### src/rtl/pll_qual_pkg.sv
package pll_qual_pkg;
  typedef enum logic [1:0] {
    ST_IDLE,
    ST_POLL,
    ST_HOLD,
    ST_DONE
  } qual_state_e;

  localparam int TUNE_BIT = 8;
  localparam int FREQ_NUM = 48;
  localparam int FREQ_DEN = 66;
  localparam int FREQ_MARGIN = 2;
endpackage

### src/rtl/pll_qual_limits.sv
module pll_qual_limits #(
  parameter int MHZ_W  = 8,
  parameter int LIM_W  = 16,
  parameter int NUM    = 48,
  parameter int DEN    = 66,
  parameter int MARGIN = 2
) (
  input  logic [MHZ_W-1:0] mhz,
  output logic [LIM_W-1:0] lo,
  output logic [LIM_W-1:0] hi
);
  localparam int PROD_W = MHZ_W + 8;

  logic [PROD_W-1:0] prod;
  logic [PROD_W-1:0] quo;

  always_comb begin
    prod = PROD_W'(mhz) * PROD_W'(NUM);
    quo  = prod / PROD_W'(DEN);
    lo   = LIM_W'(quo);
    hi   = LIM_W'(quo) + LIM_W'(MARGIN);
  end
endmodule

### src/rtl/pll_qual_pacer.sv
module pll_qual_pacer #(
  parameter int GAP = 50
) (
  input  logic clk,
  input  logic rst,
  input  logic clear,
  input  logic run,
  output logic tick
);
  localparam int W = (GAP > 1) ? $clog2(GAP) : 1;
  localparam logic [W-1:0] LAST = W'(GAP - 1);

  logic [W-1:0] cnt;

  always_ff @(posedge clk) begin
    if (rst || clear) cnt <= '0;
    else if (run) cnt <= (cnt == LAST) ? '0 : cnt + 1'b1;
  end

  assign tick = run && (cnt == LAST);
endmodule

### src/rtl/pll_qual_count.sv
module pll_qual_count #(
  parameter int LIMIT = 8
) (
  input  logic clk,
  input  logic rst,
  input  logic clear,
  input  logic inc,
  output logic last
);
  localparam int W = (LIMIT > 1) ? $clog2(LIMIT) : 1;
  localparam logic [W-1:0] TOP = W'(LIMIT - 1);

  logic [W-1:0] cnt;

  always_ff @(posedge clk) begin
    if (rst || clear) cnt <= '0;
    else if (inc && cnt != TOP) cnt <= cnt + 1'b1;
  end

  assign last = (cnt == TOP);
endmodule

### src/rtl/pll_lock_qual.sv
module pll_lock_qual
  import pll_qual_pkg::*;
#(
  parameter int MHZ_W      = 8,
  parameter int LIM_W      = 16,
  parameter int POLL_GAP   = 50,
  parameter int POLL_LIMIT = 20480,
  parameter int HOLD_LIMIT = 4096,
  parameter int MAX_TRIES  = 8
) (
  input  logic               clk,
  input  logic               rst,
  input  logic               start,
  input  logic               lock,
  input  logic [MHZ_W-1:0]   clk_mhz,
  output logic [2*LIM_W-1:0] lim_word,
  output logic               tune_en,
  output logic               ready,
  output logic               fail
);
  qual_state_e state;
  logic [LIM_W-1:0] lo_calc, hi_calc, lo_q, hi_q;
  logic in_poll, in_hold, poll_tick;
  logic poll_last, hold_last, try_last;
  logic enter_hold, poll_miss, attempt_fail, retry, success;

  pll_qual_limits #(
    .MHZ_W(MHZ_W), .LIM_W(LIM_W), .NUM(FREQ_NUM), .DEN(FREQ_DEN), .MARGIN(FREQ_MARGIN)
  ) u_limits (
    .mhz(clk_mhz), .lo(lo_calc), .hi(hi_calc)
  );

  assign in_poll      = (state == ST_POLL);
  assign in_hold      = (state == ST_HOLD);
  assign enter_hold   = in_poll && poll_tick && lock;
  assign poll_miss    = in_poll && poll_tick && !lock;
  assign success      = in_hold && lock && hold_last;
  assign attempt_fail = (poll_miss && poll_last) || (in_hold && !lock);
  assign retry        = attempt_fail && !try_last;

  pll_qual_pacer #(.GAP(POLL_GAP)) u_pacer (
    .clk(clk), .rst(rst), .clear(start || retry), .run(in_poll), .tick(poll_tick)
  );

  pll_qual_count #(.LIMIT(POLL_LIMIT)) u_poll_cnt (
    .clk(clk), .rst(rst), .clear(start || retry), .inc(poll_miss), .last(poll_last)
  );

  pll_qual_count #(.LIMIT(HOLD_LIMIT)) u_hold_cnt (
    .clk(clk), .rst(rst), .clear(start || enter_hold), .inc(in_hold && lock), .last(hold_last)
  );

  pll_qual_count #(.LIMIT(MAX_TRIES)) u_try_cnt (
    .clk(clk), .rst(rst), .clear(start), .inc(attempt_fail), .last(try_last)
  );

  always_ff @(posedge clk) begin
    if (rst) begin
      state   <= ST_IDLE;
      lo_q    <= '0;
      hi_q    <= '0;
      tune_en <= 1'b0;
      ready   <= 1'b0;
      fail    <= 1'b0;
    end else if (start) begin
      state   <= ST_POLL;
      lo_q    <= lo_calc;
      hi_q    <= hi_calc;
      tune_en <= 1'b1;
      ready   <= 1'b0;
      fail    <= 1'b0;
    end else begin
      if (enter_hold) state <= ST_HOLD;
      if (success) begin
        state   <= ST_DONE;
        ready   <= 1'b1;
        tune_en <= 1'b0;
      end else if (attempt_fail) begin
        if (try_last) begin
          state <= ST_DONE;
          fail  <= 1'b1;
        end else begin
          state   <= ST_POLL;
          tune_en <= 1'b0;
        end
      end
    end
  end

  assign lim_word = {hi_q, lo_q | (LIM_W'(tune_en) << TUNE_BIT)};
endmodule

### config.mk
export PLATFORM = sky130hd
export DESIGN_NAME = pll_lock_qual
export DESIGN_NICKNAME = d
export VERILOG_FILES = /design/src/rtl/pll_qual_pkg.sv /design/src/rtl/pll_qual_limits.sv /design/src/rtl/pll_qual_pacer.sv /design/src/rtl/pll_qual_count.sv /design/src/rtl/pll_lock_qual.sv
export SDC_FILE = /design/constraint.sdc
export NUM_CORES = 1
export LEC_CHECK = 0
export BUFFER_PORTS_ARGS = -buffer_cell sky130_fd_sc_hd__buf_2
export CORE_AREA = 4 4 113 115
export CTS_CLUSTER_DIAMETER = 120
export CTS_CLUSTER_SIZE = 12
export DETAILED_ROUTE_END_ITERATION = 16
export DIE_AREA = 0 0 117 119
export GPL_ROUTABILITY_DRIVEN = 0
export GPL_TIMING_DRIVEN = 0
export PLACE_DENSITY = 0.66
export SETUP_SLACK_MARGIN = 0.15
export SYNTH_ARGS = -nofsm -noshare
export SYNTH_HDL_FRONTEND = slang
export SYNTH_HIERARCHICAL = 1
export SYNTH_SLANG_ARGS = --single-unit
### constraint.sdc
create_clock -name clk -period 18.9 [get_ports clk]
set_input_delay 3.78 -clock clk [delete_from_list [all_inputs] [get_ports clk]]
set_output_delay 3.78 -clock clk [all_outputs]
set_load 0.05 [all_outputs]
==> run metrics, run 1 <==
port bufs 46; WL/cell between 15 and 20 microns; Final min period roughly 12 ns; post_cts resized 0; synth-to-layout area growth 14.3%; Final period util between 60% and 70%; Clock Latency Late Sink roughly 0.33 ns; Seq/Total Area, Yosys 25.1%; initial antenna violation count 0; max-capacitance violation count 0; Yosys reg bits 73; clock skew 0.00344 ns; HP Class flip-flop to flip-flop; pre-CTS WS ~6.4 ns; CP max stage delay 0.77 ns; most numerous cell in the Yosys netlist nor2_1; clk sink count 73; Critical Path Start Type primary input; status finished clean; final WL 14300 microns; Ports 47; synth top area cells dfxtp_1 (25%), mux2i_1 (6.5%), ha_1 (5.2%), nor2_1 (5.0%), buf_4 (4.6%); Synthesis Warnings 6; CP dominant cell by count nor2_1; DRC 0; Num CTS Buffers 9; Core Region 11800 sq um; layout cell share with drive strength beyond 1 20.1%; VDD IR max 0.000143 V; Power Dens Cells roughly 120 nW/um^2; # diodes 0; slew margin rel. about two fifths; Syn Area/Cell a little over 8 sq um; setup tns final 0 ns; vias in the first global route 5225; Main synth FF type dfxtp_1; vias 5528; number of setup buffers added after CTS 0; CTS root buffer clkbuf_16; critical path's slowest cell a211oi_1; Starting Density about half; Final HPWL DP 10900 microns; Post-DRT Antenna Nets 0; Pins Over Slew Limit 0; Rows 40; Mapped Area between 5000 and 6000 sq um; Slew @ Worst Pin 0.921 ns; global-route wire length before repair approximately 24000 microns; Hold Path Depth 2; Synth top area share between 20% and 30%; final net count 830; Yosys cell types slightly above 90; Critical Path RT about 19 ns; starting DRC count in detailed routing between 300 and 400; min setup slack post-route roughly 6.5 ns; CP Capture Type flip-flop; DRT Pass-1 Iters 5; largest net degree at the start of global routing 14; RSZ-0062 raised after global routing no; crit path kind primary input to flip-flop; Horiz. Die Dim 117 microns; WP data arrival 12.59 ns; Hold Vio Cnt, Final 0; Fmax achieved between 80 and 90 MHz; leak pwr about 2.8 nW; fraction of registers with async set/reset 0%; CTS tree yes; Via density approximately 6; Post-Syn Instances 722; clock-pin slew on the worst setup and hold paths around 0.060 ns; # H-tree levels 3; Synth area leader dfxtp_1; grt total ovfl 0; clock tree buffer depth 2; die height between 100 and 150 microns; synth cell count leaders nor2_1 (78), dfxtp_1 (73), nand2_1 (48); Die ar. 13900 sq um; R2R cell count 11; Crit Path Max Fanout 10; Post-synth EDFFs 0; Setup violations, final 0; GRT Total Usage between 20% and 30%; cts hold-fix bufs 0
## final timing paths
path                                       startpoint                              to  slack (ns)
worst max-delay path                       clk_mhz[0]            lo_q[0]$_SDFFE_PP0P_        6.51
worst min-delay path               ready$_SDFFE_PP0P_              ready$_SDFFE_PP0P_        0.47
worst max register to register  state[0]$_SDFFE_PP0P_  u_poll_cnt/cnt[7]$_SDFFE_PP0P_       16.05
worst min register to register     ready$_SDFFE_PP0P_              ready$_SDFFE_PP0P_        0.47
## sequential cells by signal (all words and copies together) (netlist names)
signal	flops
state	2
u_hold_cnt/cnt	12
ready	1
u_try_cnt/cnt	3
fail	1
u_pacer/cnt	6
tune_en	1
lo_q	16
u_poll_cnt/cnt	15
hi_q	16
## where the power goes
group	leakage [nW]	internal [W]	switching [W]
Sequential	0.595	0.000167	0.00000705
Clock	0.180	0.000143	0.0000671
Combinational	2.06	0.000161	0.000257
Total	2.83	0.000471	0.000331
## layout make-up
class	instances	area, sq um
Buffer	56	375
Timing Repair Buffer	46	230
Clock inverter	7	143
Clock buffer	9	225
Sequential cell	73	1460
Inverter	32	123
Fill cell	1119	5150
Tap cell	147	184
Multi-Input combinational cell	575	3920
## worst max-delay path: cells and delay by family
family / cells / cell delay (ns)
multiplexers: 1 / 0.13
XOR/XNOR: 1 / 0.27
AND/OR/NAND/NOR: 15 / 2.40
buffers and inverters: 9 / 1.17
adder cells (fa/ha/maj): 6 / 1.73
AO/OA/AOI/OAI: 11 / 3.08
## metrics by stage
step | total power [W] | instance area, sq um | cells | hold slack (ns) | util (%)
floorplan | 0.000512 | 5880 | 736 | 0.445 | -
global placement | 0.000584 | 6290 | 929 | 0.453 | 53.3
detailed placement | 0.000589 | 6290 | 929 | 0.454 | 53.3
CTS | 0.000805 | 6660 | 945 | 0.479 | 56.4
global route | 0.000859 | 6660 | 945 | 0.506 | 56.4
finish | 0.000802 | 6660 | 945 | 0.472 | 56.4
## cell families after synthesis
family	synth area share, %
buffers and inverters	8.55
xor gates and xnor gates	3.57
and+or+nand+nor	27.8
AOI/OAI and AO/OA	22.3
muxes	7.11
DFF	25.1
other	0.0644
adders and majority gates	5.50
## metal layers
metal  wire, microns  global-route usage, %
met3             454                   4.27
met2            7180                   35.7
met4             178                   5.30
met1            6450                   27.0
met5               0                      0
## placed cells by master, fill, tap and decap left out, types with 6 or more instances in the layout
cell type,n
clkbuf_16,9
conb_1,15
buf_4,36
nand3_1,32
buf_2,52
nor2_1,78
ha_1,24
or2_2,8
nand4_1,14
dfxtp_1,73
a21oi_1,36
o211a_1,7
nor4_1,8
or3_1,16
nand2_1,48
o31ai_1,12
xnor2_1,15
o211ai_1,10
clkbuf_1,8
mux2i_1,38
inv_1,28
o21ai_0,28
nor3_1,17
or4_1,7
a211oi_1,9
nand2b_1,8
xor2_1,6
and3_1,9
(Power assumes the default switching activity.)
==> run 2: changes to the inputs <==
--- a/config.mk
+++ b/config.mk
@@ -5,6 +5,7 @@
 export SDC_FILE = /design/constraint.sdc
 export NUM_CORES = 1
 export LEC_CHECK = 0
+export ABC_AREA = 1
 export BUFFER_PORTS_ARGS = -buffer_cell sky130_fd_sc_hd__buf_2
 export CORE_AREA = 4 4 113 115
 export CTS_CLUSTER_DIAMETER = 120
==> constraint.sdc (replaced) <==
create_clock -name clk -period 11.95 [get_ports clk]
set_input_delay 2.39 -clock clk [delete_from_list [all_inputs] [get_ports clk]]
set_output_delay 2.39 -clock clk [all_outputs]
set_load 0.05 [all_outputs]
==> run metrics, run 2 <==
status finished clean; leak pwr 3.23 nW; Post-Syn Instances between 900 and 1000; clk sink count 73; fin cells 1124; clock tree buffer depth 2; # diodes 0; final WL 11800 microns; commonest non-fill, non-tap cells in the layout nand2_1 (193), nor2_1 (159), inv_1 (92); Synth top area share about a quarter; initial antenna violation count 0; DRC 0; Final min period 8.69 ns; vias roughly 5300; Seq/Total Area, Yosys 25.2%; max-capacitance violation count 0; critical path's slowest cell fa_1; CP max stage delay 0.40 ns; CTS tree yes; delay-heaviest family, CP simple AND/OR/NAND/NOR gates; GRT Total Usage 18.0%; CP dominant cell by count nand2_2; dpl cells between 1000 and 1500; WP data arrival 8.91 ns; starting DRC count in detailed routing 316; fillers around 1200; Core Region 11800 sq um; biggest regs hi_q (16), lo_q (16), u_poll_cnt/cnt (15); WL/cell around 11 microns; Post-synth EDFFs 0; fraction of registers with async set/reset 0%; Setup violations, final 0; HP Class flip-flop to flip-flop; Ports between 40 and 50; Horiz. Die Dim 117 microns; hold_ws approximately 0.44 ns; die height between 100 and 150 microns; Post-DRT Antenna Nets 0; Clock Latency Late Sink approximately 0.34 ns; VDD IR max 0.000157 V; largest net degree at the start of global routing 14; synth-to-layout area growth 13.6%; Crit Path Max Fanout 10; port bufs 46; post_cts resized 0; most numerous cell in the Yosys netlist nand2_1; total power ~0.0018 W; Via density approximately 4.7; Synthesis Warnings 6; CP Capture Type flip-flop; Final period util around 73%; crit path kind primary input to flip-flop; grt total ovfl 0; vias in the first global route slightly below 5000; layout cell share with drive strength beyond 1 between 20% and 30%; Die ar. about 14000 sq um; final net count between 1000 and 1500; DRT Pass-1 Iters 4; Syn Area/Cell about 6.4 sq um; synth top area cells dfxtp_1 (25%), nand2_1 (12%), nor2_1 (10%), inv_1 (5.9%), nand3_1 (5.4%); Critical Path RT 12.18 ns; cts hold-fix bufs 0; FF/Latch Area 1460 sq um; global-route wire length before repair between 20000 and 25000 microns; Mapped Area roughly 5800 sq um; Hold Vio Cnt, Final 0; CTS root buffer clkbuf_16; Starting Density around half; slew margin rel. approximately 65%; Pins Over Slew Limit 0; Bufs and invs on worst path 10; setup tns final 0 ns; Slew @ Worst Pin a little over 0.5 ns; Yosys cell types 45; Critical Path Start Type primary input; # H-tree levels 3; number of setup buffers added after CTS 0; Fmax achieved roughly 120 MHz; clock-pin slew on the worst setup and hold paths roughly 0.06 ns; Num CTS Buffers 9; Rows 40; Power Dens Cells approximately 270 nW/um^2; Main synth FF type dfxtp_1; RSZ-0062 raised after global routing no; multi-input logic area roughly 3600 sq um; clock skew 0.00483 ns; Final HPWL DP roughly 9300 microns; synth cell count leaders nand2_1 (193), nor2_1 (159), inv_1 (92); Yosys reg bits between 70 and 80; commonest non-fill, non-tap cell in the layout nand2_1; Synth area leader dfxtp_1
[run 2: cell types whose count changed in the layout (fill, tap and decap cells not counted), sizes merged, moves of 17 or more]
cell,change
mux2i,-38
o21ai,+20
or3,-17
nor2,+99
nand2,+184
nand3,+52
inv,+77
[run 2: final cells by class]
cell class / count / share of cell area, %
multi-input combinational: 682 / 55.0
sequential: 73 / 22.2
inverter: 111 / 6.32
buffer: 49 / 5.41
timing repair buffer: 46 / 3.49
clock buffer: 10 / 3.47
tap: 147 / 2.79
clock inverter: 6 / 1.40
[run 2: cells by family (layout without fill, tap and decap cells)]
family / after synthesis / after routing / share of synthesized area [%]
XOR/XNOR: 18 / 18 / 3.17
adder cells (fa/ha/maj): 25 / 25 / 5.51
flip-flops: 73 / 73 / 25.2
buffers and inverters: 160 / 222 / 13.3
AND/OR/NAND/NOR: 534 / 534 / 44.5
AO/OA/AOI/OAI: 90 / 90 / 8.23
other: 1 / 15 / 0.0646
[run 2: metrics by stage]
| step | setup slack, ns | utilization [%] | area [sq um] |
|---|---|---|---|
| floorplan | 3.89 | - | 5860 |
| global placement | 2.84 | 53.1 | 6270 |
| detailed placement | 2.88 | 53.1 | 6270 |
| CTS | 3.23 | 55.8 | 6600 |
| global route | 2.40 | 55.8 | 6600 |
| finish | 3.26 | 55.8 | 6600 |
[run 2: path summary, 6_finish.rpt]
path / from / endpoint / slack, ns / depth (start not counted)
worst max-delay path: clk_mhz[0] / lo_q[0]$_SDFFE_PP0P_ / 3.26 / 52
worst min-delay path: fail$_SDFFE_PP0P_ / fail$_SDFFE_PP0P_ / 0.44 / 2
worst max register to register: state[0]$_SDFFE_PP0P_ / u_poll_cnt/cnt[12]$_SDFFE_PP0P_ / 9.67 / 13
worst min register to register: fail$_SDFFE_PP0P_ / fail$_SDFFE_PP0P_ / 0.44 / 2
[run 2: per-layer routing]
metal	global-route usage (%)	wire, microns
met5	0	0
met4	2.80	38
met3	5.44	531
met2	28.3	5150
met1	24.7	6100
[run 2: power by group]
part	total [W]	internal (W)	switching (W)	leakage (nW)
Clock	0.000288	0.000183	0.000105	0.149
Sequential	0.000280	0.000267	0.0000128	0.597
Combinational	0.00121	0.000408	0.000798	2.48
[run 2: worst reg2reg max path, stage by stage, from the launching register on]
cell	delay (ns)
dfxtp_1	0.32
inv_1	0.06
nor2_1	0.41
nand3_1	0.18
inv_1	0.15
nand2_1	0.06
nor2_1	0.12
buf_4	0.19
inv_1	0.11
nor2_1	0.19
nand2_1	0.12
o21ai_0	0.16
nand2_1	0.06
nor2_1	0.09
==> run 3: changes to the inputs <==
==> constraint.sdc (replaced) <==
create_clock -name clk -period 8.9 [get_ports clk]
set_input_delay 1.78 -clock clk [delete_from_list [all_inputs] [get_ports clk]]
set_output_delay 1.78 -clock clk [all_outputs]
set_load 0.05 [all_outputs]
==> run metrics, run 3 (same netlist as run 2, synthesis figures left out) <==
status finished clean; clock-pin slew on the worst setup and hold paths ~0.06 ns; Critical Path RT about 9.1 ns; clk sink count 73; crit path kind primary input to flip-flop; Final min period about 7.9 ns; cts hold-fix bufs 0; Rows 40; final WL 11900 microns; critical path's slowest cell fa_1; Post-DRT Antenna Nets 0; vias in the first global route 4801; Pins Over Slew Limit 0; pre-CTS WS ~0.44 ns; Slew @ Worst Pin between 0.5 and 0.6 ns; number of setup buffers added after CTS 0; RSZ-0062 raised after global routing no; Final HPWL DP about 9000 microns; clock tree buffer depth 2; HP Class flip-flop to flip-flop; Fmax achieved 126 MHz; max-capacitance violation count 0; min setup slack post-route ~0.96 ns; DRT Pass-1 Iters 4; Starting Density 49.2%; Clock Latency Late Sink around 0.33 ns; fin cells between 1000 and 1500; CTS root buffer clkbuf_16; slew margin rel. roughly 65%; largest net degree at the start of global routing 14; GRT Max-Usage Layer met2; # diodes 0; commonest non-fill, non-tap cells in the layout nand2_1 (192), nor2_1 (158), inv_1 (91); port bufs 46; Crit Path Max Fanout 10; CP max stage delay around 0.4 ns; Ports between 40 and 50; hold_ws 0.444 ns; WL/cell between 10 and 15 microns; Horiz. Die Dim roughly 120 microns; GRT Total Usage 18.0%; CP dominant cell by count nand2_1; Hold Vio Cnt, Final 0; clock skew 0.00491 ns; initial antenna violation count 0; WP data arrival a little over 8 ns; Power Dens Cells 362 nW/um^2; grt total ovfl 0; Via density around 4.7; global-route wire length before repair ~21000 microns; leak pwr roughly 3.2 nW; vias ~5300; Core Region about 12000 sq um; GRT met2 Usage between 20% and 30%; dpl cells 1108; CP Capture Type flip-flop; DRC 0; R2R Setup Slk roughly 6.6 ns; Die ar. 13900 sq um; synth-to-layout area growth 13.7%; starting DRC count in detailed routing about 330; Num CTS Buffers 9; VDD IR max roughly 0.00021 V; setup tns final 0 ns; # H-tree levels 3; grt met3 use approximately 5.4%; final net count 1009; biggest regs hi_q (16), lo_q (16), u_poll_cnt/cnt (15); commonest non-fill, non-tap cell in the layout nand2_1; layout cell share with drive strength beyond 1 around 22%; Final period util about nine tenths; CTS tree yes; total power 0.00239 W; die height between 100 and 150 microns; grt met1 use about a quarter; Critical Path Start Type primary input; Setup violations, final 0
==> run 3: cell counts in the layout (fill, tap and decap cells not counted) <==
Identical to the previous run, type by type.
==> run 3: where the power goes <==
part           switching, W  internal, W
registers         0.0000172     0.000358
logic               0.00108     0.000551
clock network      0.000140     0.000246
total               0.00124      0.00116
==> run 3: final cells by class <==
class	count	area (sq um)
flip-flops and latches	73	1460
fillers	1214	5200
clock inverters	6	92.6
inverters	111	417
plain buffers	49	357
clock buffers	10	229
well taps	147	184
repair buffers	46	230
multi-input cells	682	3640
==> run 3: per-layer routing <==
layer	up-vias	routed length [microns]
met2	60	5130
li1	2952	-
met5	-	0
met4	0	54
met3	6	499
met1	2290	6170
==> run 3: repair_timing <==
item,in CTS,in global routing
gates resized for setup,0,5
setup endpoints to repair,0,3
endpoints found under the hold margin,0,0
==> run 3: worst paths after layout <==
path,start,end,depth (start not counted)
max,clk_mhz[0],lo_q[0]$_SDFFE_PP0P_,52
max reg2reg,state[0]$_SDFFE_PP0P_,u_poll_cnt/cnt[12]$_SDFFE_PP0P_,13
min reg2reg,fail$_SDFFE_PP0P_,fail$_SDFFE_PP0P_,2
min,fail$_SDFFE_PP0P_,fail$_SDFFE_PP0P_,2
==> run 3: metrics by stage <==
stage               instance area (sq um)  util, %
CTS                                  6600     55.8
finish                               6610     55.9
detailed placement                   6270     53.1
global route                         6610     55.9
global placement                     6270     53.1
floorplan                            5860        -
==> run 3: worst max-delay path, delay by kind of cell <==
family	cells	cell delay, ns
compound gates	2	0.42
fa+ha+maj	6	1.38
buf+inv	8	1.02
simple gates	36	3.54
